$ cat config.mk
export PLATFORM = sky130hd
export DESIGN_NAME = sipo_latched_expander
export DESIGN_NICKNAME = d
export VERILOG_FILES = /design/src/rtl/sipo_pkg.sv /design/src/rtl/sipo_shift_chain.sv /design/src/rtl/sipo_hold_reg.sv /design/src/rtl/sipo_out_gate.sv /design/src/rtl/sipo_latched_expander.sv
export SDC_FILE = /design/constraint.sdc
export NUM_CORES = 1
export LEC_CHECK = 0
export BUFFER_PORTS_ARGS = -buffer_cell sky130_fd_sc_hd__buf_2
export CORE_ASPECT_RATIO = 0.8
export CORE_MARGIN = 2
export CORE_UTILIZATION = 35
export CTS_CLUSTER_DIAMETER = 30
export DETAILED_ROUTE_END_ITERATION = 16
export GPL_TIMING_DRIVEN = 0
export SLEW_MARGIN = 25
export SYNTH_ARGS = -nofsm -noshare
export SYNTH_HDL_FRONTEND = slang
export SYNTH_SLANG_ARGS = --single-unit
$ cat constraint.sdc
create_clock -name clk -period 1.7 [get_ports clk]
set_clock_uncertainty 0.15 [all_clocks]
set_input_delay 0.34 -clock clk [delete_from_list [all_inputs] [get_ports clk]]
set_output_delay 0.34 -clock clk [all_outputs]
set_load 0.1 [all_outputs]
$ cat src/rtl/sipo_pkg.sv
`timescale 1ns/1ps
package sipo_pkg;
   // Side of the chain where serial data enters
   typedef enum logic {
      ENTER_LOW  = 1'b0,  // data enters stage 1 = bit 0, moves toward the top bit
      ENTER_HIGH = 1'b1   // data enters stage 1 = top bit, moves toward bit 0
   } entry_e;

   // Map a one-based stage number to its bit index in a WIDTH-wide vector
   function automatic int stage_to_bit(input int width, input entry_e side, input int stage);
      return (side == ENTER_LOW) ? (stage - 1) : (width - stage);
   endfunction
endpackage

$ cat src/rtl/sipo_shift_chain.sv
`timescale 1ns/1ps
module sipo_shift_chain
   import sipo_pkg::*;
#(
   parameter int     WIDTH = 8,
   parameter entry_e ENTRY = ENTER_LOW
) (
   input  logic             clk,
   input  logic             rst_n,
   input  logic             shift_en,
   input  logic             clr,
   input  logic             ser_in,
   output logic [WIDTH-1:0] stage_q,
   output logic             tail_q
);
   localparam int LAST_BIT = stage_to_bit(WIDTH, ENTRY, WIDTH);

   logic [WIDTH-1:0] shifted;

   initial begin
      assert (WIDTH >= 2) else $error("sipo_shift_chain: WIDTH must be at least 2");
   end

   generate
      if (ENTRY == ENTER_LOW) begin : g_enter_low
         always_comb shifted = {stage_q[WIDTH-2:0], ser_in};
      end else begin : g_enter_high
         always_comb shifted = {ser_in, stage_q[WIDTH-1:1]};
      end
   endgenerate

   always_ff @(posedge clk or negedge rst_n) begin
      if (!rst_n)        stage_q <= '0;
      else if (clr)      stage_q <= '0;
      else if (shift_en) stage_q <= shifted;
   end

   assign tail_q = stage_q[LAST_BIT];
endmodule

$ cat src/rtl/sipo_hold_reg.sv
`timescale 1ns/1ps
module sipo_hold_reg #(
   parameter int WIDTH = 8
) (
   input  logic             clk,
   input  logic             rst_n,
   input  logic             load,
   input  logic [WIDTH-1:0] d,
   output logic [WIDTH-1:0] q
);
   initial begin
      assert (WIDTH >= 1) else $error("sipo_hold_reg: WIDTH must be positive");
   end

   always_ff @(posedge clk or negedge rst_n) begin
      if (!rst_n)    q <= '0;
      else if (load) q <= d;
   end
endmodule

$ cat src/rtl/sipo_out_gate.sv
`timescale 1ns/1ps
module sipo_out_gate #(
   parameter int WIDTH = 8
) (
   input  logic             en,
   input  logic [WIDTH-1:0] d,
   output logic [WIDTH-1:0] y
);
   generate
      for (genvar i = 0; i < WIDTH; i++) begin : g_bit
         assign y[i] = d[i] & en;
      end
   endgenerate
endmodule

$ cat src/rtl/sipo_latched_expander.sv
`timescale 1ns/1ps
module sipo_latched_expander
   import sipo_pkg::*;
#(
   parameter int     WIDTH = 8,
   parameter entry_e ENTRY = ENTER_LOW
) (
   input  logic             clk,
   input  logic             rst_n,
   input  logic             ser_in,
   input  logic             shift_en,
   input  logic             load_stb,
   input  logic             clr,
   input  logic             oe,
   output logic [WIDTH-1:0] par_out,
   output logic             cascade_out
);
   logic [WIDTH-1:0] stage_q;
   logic [WIDTH-1:0] hold_q;

   initial begin
      assert (WIDTH >= 2 && WIDTH <= 1024)
         else $error("sipo_latched_expander: WIDTH out of range");
   end

   sipo_shift_chain #(.WIDTH(WIDTH), .ENTRY(ENTRY)) u_chain (
      .clk      (clk),
      .rst_n    (rst_n),
      .shift_en (shift_en),
      .clr      (clr),
      .ser_in   (ser_in),
      .stage_q  (stage_q),
      .tail_q   (cascade_out)
   );

   sipo_hold_reg #(.WIDTH(WIDTH)) u_hold (
      .clk   (clk),
      .rst_n (rst_n),
      .load  (load_stb),
      .d     (stage_q),
      .q     (hold_q)
   );

   sipo_out_gate #(.WIDTH(WIDTH)) u_gate (
      .en (oe),
      .d  (hold_q),
      .y  (par_out)
   );
endmodule

# Yosys cells after proc, flatten, opt, wreduce, memory -nomap -nowiden

Index checks and enable logic that the tools add are counted.

Input port bits: 7
Flip-flop bits (word level): 16
Output and inout bits: 9
Word-level logic and storage cells: 13

Reductions and logical operators: 1
Bitwise operators: 8
Mux-type cells: 2

Operators with widths:

| operator           | count |
|---|---|
| two-way mux 8 bit  | 2 |
| bitwise AND 1 bit  | 8 |
| nonzero test 2 bit | 1 |

# Longest topological paths before layout

Gate-level depths: netlist of the first run.

Depth in word-level cells: 2
Depth in mapped cells: 3
Gate-level depth less buffers: 2

# By module

A second synthesis of the first run with hierarchy kept.

Cells, all modules: 52
Area, all modules: 714.4 um^2

Modules (own cells, without submodules):

| module           | cells each | area each (um^2) | sequential area each (um^2) | times used |
|---|---|---|---|---|
| sipo_shift_chain | 27         | 332.8            | 200.2                       | 1 |
| sipo_hold_reg    | 17         | 331.6            | 200.2                       | 1 |
| sipo_out_gate    | 8          | 50.0             | 0.0                         | 1 |

# Worst setup path after synthesis of the first run

Ideal clock, no wire load.

Path type: input-to-output
Start point: in oe
End point: out par_out[0]
Setup slack: 0.136 ns
Arrival: 1.074 ns
Required time: 1.210 ns
Cell stages on the path: 1
Path buffers: 0
Path through: and2_1

Word-level cells in the longest chain between the ends: 1

Ends and longest elaborated chain:

| item              | line                        | RTL |
|---|---|---|
| start, declared   | sipo_latched_expander.sv:14 | `input logic oe,` |
| bitwise AND 1 bit | sipo_out_gate.sv:11         | `assign y[i] = d[i] & en;` |
| end, declared     | sipo_latched_expander.sv:15 | `output logic [WIDTH-1:0] par_out,` |

Every way passes these cells.

# Worst setup path in the final report of the first run

Start point: reg u_hold.q[6]
End point: out par_out[6]

Word-level cells in the longest chain between the ends: 1

Ends and longest elaborated chain:

| item                   | line                | RTL |
|---|---|---|
| start, declared        | sipo_hold_reg.sv:9  | `output logic [WIDTH-1:0] q` |
| start signal, assigned | sipo_hold_reg.sv:16 | `if (!rst_n) q <= '0;` |
| start signal, assigned | sipo_hold_reg.sv:17 | `else if (load) q <= d;` |
| bitwise AND 1 bit      | sipo_out_gate.sv:11 |  |

Every way passes these cells.

==> flow_summary.json, run 1 <==
{
  "status": "finished, final reports clean",
  "rows": 14,
  "min_path_type": "input port to flop",
  "grt_pass1_vias": 347,
  "clkLatencyLatePin_ns": 0.28,
  "powerDensity_nw_per_um2": 765,
  "maxSlewViolCount": 0,
  "start_util_pct": 37.4,
  "worstPathCellList": "and2_1 -> buf_2",
  "antenna_cells": 0,
  "yosysSeqAreaShare_pct": 56.6,
  "worst_ep_required_time_ns": 1.21,
  "cts_sinks": 16,
  "ios": 16,
  "clockBufferDepth": 2,
  "syn_area_um2": 707,
  "synth_cells": 51,
  "layout-drive-gt1-share_pct": 37.3,
  "grt_pass1_wl_um": 1710,
  "endpoint_kind": "primary output",
  "p_leak_nw": 0.457,
  "clkPwrFrac_pct": 28.7,
  "ys_warn_count": 0,
  "hpwl_um": 843,
  "fin_nets": 76,
  "power_switching_mw": 0.148,
  "drtPass1Iterations": 4,
  "dieArea_um2": 2400,
  "fillers": 191,
  "viasPerCell": 4.54,
  "p_int_mw": 0.495,
  "ys_ff_latch": 16,
  "tightest_slew_ns": 0.485,
  "pwr-share-comb_pct": 10.5,
  "grt_use_total_pct": 10.9,
  "crit_fanout": 2,
  "final_common_cell": "dfrtp_1",
  "crit_slowest_cell": "buf_2",
  "io_buffers": 12,
  "htree_levels": 1,
  "netSwitchingFraction_pct": 23.0,
  "path_class": "flop to primary output",
  "remaining_drc_errors": 0,
  "die_x_um": 54.2,
  "clkTransAtPathRegs_ns": 0.08,
  "timing.critical_path.buf_inv": 1,
  "critical_path.top_delay_family": "buffers and inverters",
  "seqPwrFrac_pct": 60.8,
  "final_core_util_pct": 44.4,
  "worstPathArrival_ns": 1.16,
  "setup_viol": 0,
  "tritoncts": "built",
  "gp_congestion": 0.697,
  "max_slew_margin_pct": 67.9,
  "min_period_ns": 1.65,
  "fin_crit_sh_pct": 97.3,
  "coreArea_um2": 1890,
  "final_hold_viol_count": 0,
  "vias": 413,
  "multi_input_area_um2": 280,
  "cts_setup_buffers": 0,
  "start_kind": "flop",
  "area_growth_pct": 18.8,
  "peakVddDrop_uv": 472,
  "root_buffer": "clkbuf_4",
  "max_cap_violations": 0,
  "post_drt_wl_per_cell_um": 12.0,
  "final_antenna_net_count": 0,
  "fin_tns_setup_ns": 0,
  "timing.fmax_mhz": 605,
  "grt_max_degree": 17,
  "grt_overflow": 0,
  "syn_nets": 58,
  "wl_um": 1090,
  "dieHeight_um": 44.2,
  "avgSynthCellArea_um2": 13.9,
  "ys_types": 7,
  "seqCellArea_um2": 400,
  "initialDrtViolationCount": 5,
  "max_stage_delay_ns": 0.41,
  "cts_buffers": 3,
  "antenna_found_initial": 0
}
-- tightest hold or removal path: stages --
cell and delay [ns]:
buf_2 0.07, mux2i_1 0.05, nor2_1 0.08
-- state kept, by name, summed over array words and instances (netlist names) --
signal           cells
u_chain.stage_q      8
u_hold.q             8
-- Yosys cell counts --
master	count	area (µm²)
and2_1	8	50.1
buf_6	2	22.5
mux2i_1	8	80.1
nor2_1	8	30.0
dfrtp_1	16	400
mux2_4	8	120
buf_1	1	3.75
-- power groups by stage --
stage	Combinational (mW)	Sequential, mW	Clock [mW]
finish	0.0676	0.391	0.184
global route	0.0735	0.392	0.204
CTS	0.0676	0.391	0.192
detailed placement	0.0658	0.399	0
global placement	0.0650	0.399	0
floorplan	0.0486	0.397	0
-- final timing paths --
| check | from | end | slack [ns] | cells past startpoint |
|---|---|---|---|---|
| setup reg to reg | u_chain.stage_q[4] | u_hold.q[4] | 0.77 | 1 |
| min in group asynchronous | rst_n | u_chain.stage_q[6] | 0.34 | 2 |
| setup / recovery | u_hold.q[6] | par_out[6] | 0.05 | 2 |
| hold / removal | ser_in | u_chain.stage_q[0] | 0.15 | 3 |
| hold reg to reg | u_hold.q[2] | u_hold.q[2] | 0.36 | 1 |
| max in group asynchronous | rst_n | u_hold.q[4] | 0.81 | 2 |
-- metal layers --
metal	wire length, µm	track usage [%]	vias to the layer above
li1	-	-	200
met5	0	0	-
met2	479	14.7	18
met1	497	14.5	193
met3	98	5.07	2
met4	18	6.00	0
-- layout make-up --
| class | count | share of cell area [%] |
|---|---|---|
| multi-input cells | 32 | 33.4 |
| plain buffers | 3 | 3.13 |
| flip-flops and latches | 16 | 47.7 |
| clock buffers | 3 | 2.68 |
| well taps | 24 | 3.58 |
| repair buffers | 13 | 9.54 |
-- what timing repair did --
item                       4_1_cts  5_1_grt
hold endpoints to repair        16        0
setup endpoints to repair        0        4
gates resized for setup          0        4
hold buffers                     1        0
-- through the flow --
| step | hold WS, ns | setup slack (ns) | power (mW) | cell area [µm²] | std cells |
|---|---|---|---|---|---|
| floorplan | -0.106 | 0.136 | 0.446 | 707 | 51 |
| global placement | 0.114 | 0.194 | 0.464 | 797 | 87 |
| detailed placement | 0.112 | 0.184 | 0.465 | 797 | 87 |
| CTS | 0.147 | 0.0199 | 0.650 | 830 | 91 |
| global route | 0.193 | -0.000437 | 0.670 | 840 | 91 |
| finish | 0.151 | 0.0467 | 0.643 | 840 | 91 |
-- cells by family (layout without fill, tap and decap cells) --
| logic type | Yosys count | in the layout | share of synthesized area [%] |
|---|---|---|---|
| flops | 16 | 16 | 56.6 |
| buf+inv | 3 | 19 | 3.72 |
| simple gates | 16 | 16 | 11.3 |
| mux | 16 | 16 | 28.3 |
Power figures use the tool's default switching activity.
==> run 2, diff against run 1 <==
--- a/config.mk
+++ b/config.mk
@@ -5,7 +5,7 @@
 export SDC_FILE = /design/constraint.sdc
 export NUM_CORES = 1
 export LEC_CHECK = 0
-export BUFFER_PORTS_ARGS = -buffer_cell sky130_fd_sc_hd__buf_2
+export BUFFER_PORTS_ARGS = -buffer_cell sky130_fd_sc_hd__buf_4
 export CORE_ASPECT_RATIO = 0.8
 export CORE_MARGIN = 2
 export CORE_UTILIZATION = 35
==> flow_summary.json, run 2 (synthesis results as in run 1) <==
{
  "worstPathArrival_ns": 1.05,
  "layout-drive-gt1-share_pct": 37.3,
  "min_period_ns": 1.54,
  "place_worst_setup_slack_ns": 0.349,
  "die_x_um": 54.2,
  "layout_common_cells": "16 x dfrtp_1, 12 x buf_4",
  "fillers": 186,
  "fin_tns_setup_ns": 0,
  "grt_use_total_pct": 10.9,
  "cts_sinks": 16,
  "worstPathCellList": "and2_1 -> buf_4",
  "powerDensity_nw_per_um2": 757,
  "max_slew_margin_pct": 78.0,
  "clockBufferDepth": 2,
  "endpoint_kind": "primary output",
  "cp-endpoint": "par_out[2]",
  "dieHeight_um": 44.2,
  "final_hold_viol_count": 0,
  "final_common_cell": "dfrtp_1",
  "remaining_drc_errors": 0,
  "final_core_util_pct": 45.4,
  "status": "finished, final reports clean",
  "tritoncts": "built",
  "fin_ws_ns": 0.164,
  "peakVddDrop_uv": 309,
  "io_buffers": 12,
  "final_antenna_net_count": 0,
  "gp_congestion": 0.710,
  "worstSetupStartpoint": "u_hold.q[2]",
  "max_stage_delay_ns": 0.39,
  "tightest_slew_ns": 0.331,
  "clkLatencyLatePin_ns": 0.27,
  "r2r_start": "u_chain.stage_q[5]",
  "worst_ep_required_time_ns": 1.21,
  "ios": 16,
  "crit_slowest_cell": "dfrtp_1",
  "timing.fmax_mhz": 651,
  "wl_um": 1030,
  "initialDrtViolationCount": 1,
  "start_kind": "flop",
  "area_growth_pct": 21.6,
  "grt_overflow": 0,
  "reg_top3": "u_chain.stage_q x8, u_hold.q x8",
  "rrSetupSlack_ns": 0.77,
  "grt_max_degree": 17,
  "htree_levels": 1,
  "start_util_pct": 37.4,
  "worst_hold_startpoint": "ser_in",
  "antenna_cells": 0,
  "drtPass1Iterations": 2,
  "dieArea_um2": 2400,
  "grt_pass1_wl_um": 1730,
  "p_leak_nw": 0.461,
  "cts_buffers": 3,
  "max_cap_violations": 0,
  "setup_viol": 0,
  "vias": 395,
  "min_path_type": "input port to flop",
  "cts_resized": 0,
  "antenna_found_initial": 0,
  "post_drt_wl_per_cell_um": 11.3,
  "viasPerCell": 4.34,
  "rows": 14,
  "maxSlewViolCount": 0,
  "coreArea_um2": 1890,
  "crit_fanout": 2,
  "worst_r2r_path_depth": 1,
  "r2r-end": "u_hold.q[5]",
  "grt_pass1_vias": 359,
  "rsz0062_at_grt": "false",
  "clkTransAtPathRegs_ns": 0.09,
  "path_class": "flop to primary output",
  "fin_nets": 76,
  "fin_crit_sh_pct": 90.4,
  "root_buffer": "clkbuf_4"
}
==> run 2: changes by cell type in the layout (fill, tap and decap cells not counted) <==
cell	change
buf_2	-8
clkbuf_4	-4
buf_4	+12
==> run 2: metal layers <==
| layer | part of all wire [%] | global-route usage, % | wire (µm) | vias to the layer above |
|---|---|---|---|---|
| met3 | 4.8 | 3.04 | 49 | 2 |
| met4 | 0.87 | 9.00 | 9 | 0 |
| li1 | - | - | - | 202 |
| met1 | 53 | 17.4 | 543 | 183 |
| met5 | 0 | 0 | 0 | - |
| met2 | 42 | 11.3 | 428 | 8 |
==> run 2: final cells by class <==
class                      instances  area [µm²]  share of cell area, %
sequential                        16         400                   46.6
buffer                             3        26.3                   3.06
tap                               24        30.0                   3.49
timing repair buffer              13         100                   11.6
multi-input combinational         32         280                   32.6
clock buffer                       3        22.5                   2.62
==> run 2: critical path: cells and delay by family (launching register included) <==
kind	cells	cell delay [ns]
flops	1	0.39
buf+inv	1	0.23
simple gates	1	0.16
==> run 2: through the flow <==
step,hold slack [ns],total power [mW],area [µm²],cells
global placement,0.0565,0.467,827,87
finish,0.158,0.651,860,91
CTS,0.154,0.661,860,91
global route,0.169,0.685,860,91
floorplan,-0.106,0.446,707,51
detailed placement,0.0586,0.468,827,87
==> run 2: repair_timing <==
action / CTS / global route
hold buffers: 1 / 0
hold endpoints to repair: 16 / 0
buffers inserted: 0 / 0
==> run 2: where the power goes <==
part	leakage (nW)	switching [mW]	internal [mW]
Combinational	0.226	0.0411	0.0286
Sequential	0.222	0.00407	0.387
Clock	0.0138	0.108	0.0820
==> run 2: worst min path at each step <==
stage	endpoint	slack, ns	cells after the start
6_report	u_chain.stage_q[0]	0.16	3
5_1_grt	u_chain.stage_q[0]	0.17	3
4_1_cts	u_chain.stage_q[0]	0.15	3
3_5_place_dp	u_chain.stage_q[6]	0.06	1
3_3_place_gp	u_chain.stage_q[6]	0.06	1
2_1_floorplan	u_chain.stage_q[0]	-0.11	0
==> run 3, diff against run 2 <==
--- a/config.mk
+++ b/config.mk
@@ -5,6 +5,7 @@
 export SDC_FILE = /design/constraint.sdc
 export NUM_CORES = 1
 export LEC_CHECK = 0
+export ABC_AREA = 1
 export BUFFER_PORTS_ARGS = -buffer_cell sky130_fd_sc_hd__buf_4
 export CORE_ASPECT_RATIO = 0.8
 export CORE_MARGIN = 2
@@ -12,6 +13,7 @@
 export CTS_CLUSTER_DIAMETER = 30
 export DETAILED_ROUTE_END_ITERATION = 16
 export GPL_TIMING_DRIVEN = 0
+export PLACE_DENSITY = 0.54
 export SLEW_MARGIN = 25
 export SYNTH_ARGS = -nofsm -noshare
 export SYNTH_HDL_FRONTEND = slang
==> flow_summary.json, run 3 <==
{
  "stdcell_area_um2": 886,
  "netSwitchingFraction_pct": 23.8,
  "power_mw": 0.707,
  "ys_warn_count": 0,
  "cts_resized": 0,
  "power_switching_mw": 0.168,
  "ys.flop_type": "dfrtp_1",
  "dp_cells": 122,
  "grt-busiest-layer": "met1",
  "syn_area_um2": 712,
  "remaining_drc_errors": 0,
  "max_cap_violations": 0,
  "rrSetupSlack_ns": 0.86,
  "final_core_util_pct": 46.8,
  "min_period_ns": 1.51,
  "synth_edf_count": 0,
  "clockBufferDepth": 2,
  "layout-drive-gt1-share_pct": 21.4,
  "worst_hold_startpoint": "ser_in",
  "placed_area_um2": 840,
  "clkLatencyLatePin_ns": 0.28,
  "dieArea_um2": 2410,
  "io_buffers": 13,
  "start_util_pct": 37.6,
  "synthMuxAreaShare_pct": 0,
  "synthXorXnorAreaFrac_pct": 0,
  "synth_cells": 85,
  "synthArstFlopShare_pct": 100,
  "syn_nets": 92,
  "synth_top_area_cell": "dfrtp_1",
  "synth_most_common_cell": "nand2_1",
  "grt_pass1_vias": 440,
  "tightest_slew_ns": 0.278,
  "clkTransAtPathRegs_ns": 0.09,
  "crit_fanout": 2,
  "pwr-share-comb_pct": 9.8,
  "grt_use_total_pct": 12.5,
  "synth_fa_ha_area_share_pct": 0,
  "max_stage_delay_ns": 0.36,
  "grt_pass1_wl_um": 2010,
  "synth_commonest_cells": "32 x nand2_1, 16 x dfrtp_1, 16 x inv_1",
  "hpwl_um": 864,
  "met2_usage_pct": 14.7,
  "yosysSeqAreaShare_pct": 56.2,
  "dieHeight_um": 44.3,
  "rsz0062_at_grt": "false",
  "met3_usage_pct": 4.05,
  "synth_top_family_by_area": "simple AND/OR/NAND/NOR gates",
  "reg_top3": "u_chain.stage_q x8, u_hold.q x8",
  "worst_ep_required_time_ns": 1.21,
  "antenna_cells": 0,
  "peakVddDrop_uv": 438,
  "fin_ws_ns": 0.189,
  "final_antenna_net_count": 0,
  "worstPathArrival_ns": 1.02,
  "die_x_um": 54.4,
  "worstSetupStartpoint": "u_hold.q[1]",
  "synth_compound_area_share_pct": 5.62,
  "coreArea_um2": 1890,
  "cp-endpoint": "par_out[1]",
  "p_leak_nw": 0.518,
  "ys_ff_latch": 16,
  "fin_crit_sh_pct": 88.9,
  "maxSlewViolCount": 0,
  "htree_levels": 1,
  "fin_nets": 111,
  "cts_setup_buffers": 0,
  "powerDensity_nw_per_um2": 798,
  "avgSynthCellArea_um2": 8.38,
  "viasPerCell": 4.29,
  "vias": 545,
  "cts_buffers": 3,
  "antenna_found_initial": 0,
  "endpoint_kind": "primary output",
  "min_path_type": "input port to flop",
  "holdWs_ns": 0.132,
  "initialDrtViolationCount": 16,
  "synth_top_area_share_pct": 56.2,
  "synth_area_leaders": "dfrtp_1 56%, nand2_1 17%, inv_1 8.4%, nand3_1 5.6%, o21ai_0 5.6%",
  "grt_overflow": 0,
  "postCtsHoldBufs": 1,
  "root_buffer": "clkbuf_4",
  "p_int_mw": 0.539,
  "tritoncts": "built",
  "crit_slowest_cell": "dfrtp_1",
  "seqPwrFrac_pct": 55.3,
  "ios": 16,
  "timing.fmax_mhz": 662,
  "fin_tns_setup_ns": 0,
  "place_worst_setup_slack_ns": 0.312,
  "layout_common_cells": "32 x nand2_1, 16 x inv_1, 16 x dfrtp_1, 13 x buf_4",
  "ys_types": 9,
  "r2r-end": "u_hold.q[1]",
  "path_class": "flop to primary output",
  "grt_max_degree": 17,
  "cts_sinks": 16,
  "r2r_start": "u_chain.stage_q[1]",
  "setup_viol": 0,
  "use_met1_pct": 18.7,
  "final-instance-count-excl-fill": 127,
  "clkPwrFrac_pct": 34.9,
  "drtPass1Iterations": 4,
  "final_common_cell": "nand2_1",
  "worstPathCellList": "nand2_1 -> inv_1 -> buf_4",
  "gp_congestion": 0.744,
  "yosys.area_share.simple_pct": 25.3,
  "max_slew_margin_pct": 81.6,
  "status": "finished, final reports clean",
  "post_drt_wl_per_cell_um": 9.72,
  "wl_um": 1240,
  "start_kind": "flop",
  "worst_r2r_path_depth": 2,
  "final_hold_viol_count": 0,
  "rows": 14,
  "area_growth_pct": 24.4
}
run 3: cell families after synthesis:
| kind of cell | count (synthesis) |
|---|---|
| AO/OA/AOI/OAI | 8 |
| AND/OR/NAND/NOR | 41 |
| flip-flops | 16 |
| buffers and inverters | 20 |
run 3: worst min-delay path by stage:
stage                               endpoint  slack [ns]  depth (start not counted)
after floorplan           u_chain.stage_q[0]       -0.11                          0
after global placement    u_chain.stage_q[1]        0.06                          1
after detailed placement  u_chain.stage_q[1]        0.06                          1
after CTS                 u_chain.stage_q[0]        0.12                          3
after global routing             u_hold.q[0]        0.14                          2
final                     u_chain.stage_q[0]        0.13                          3
run 3: cell type report:
type                            count  area (µm²)
Tap cell                           24        30.0
Inverter                           17        63.8
Clock buffer                        4        36.3
Fill cell                         198        1010
Sequential cell                    16         400
Buffer                              3        27.5
Timing Repair Buffer               14         108
Multi-Input combinational cell     49         220
run 3: power by group through the flow:
stage | clock network, mW | logic (mW) | registers, mW
floorplan | 0 | 0.0419 | 0.397
detailed placement | 0 | 0.0686 | 0.398
global placement | 0 | 0.0680 | 0.398
global route | 0.282 | 0.0763 | 0.391
finish | 0.247 | 0.0694 | 0.391
CTS | 0.257 | 0.0705 | 0.391
run 3: worst max-delay path, delay by kind of cell (launching register included):
kind	cells	cell delay, ns
buffers and inverters	2	0.32
DFF	1	0.36
and+or+nand+nor	1	0.06
run 3: per-layer routing:
metal	vias up	wire, µm
li1	289	-
met1	237	653
met2	17	489
met3	2	74
met4	0	18
met5	-	0
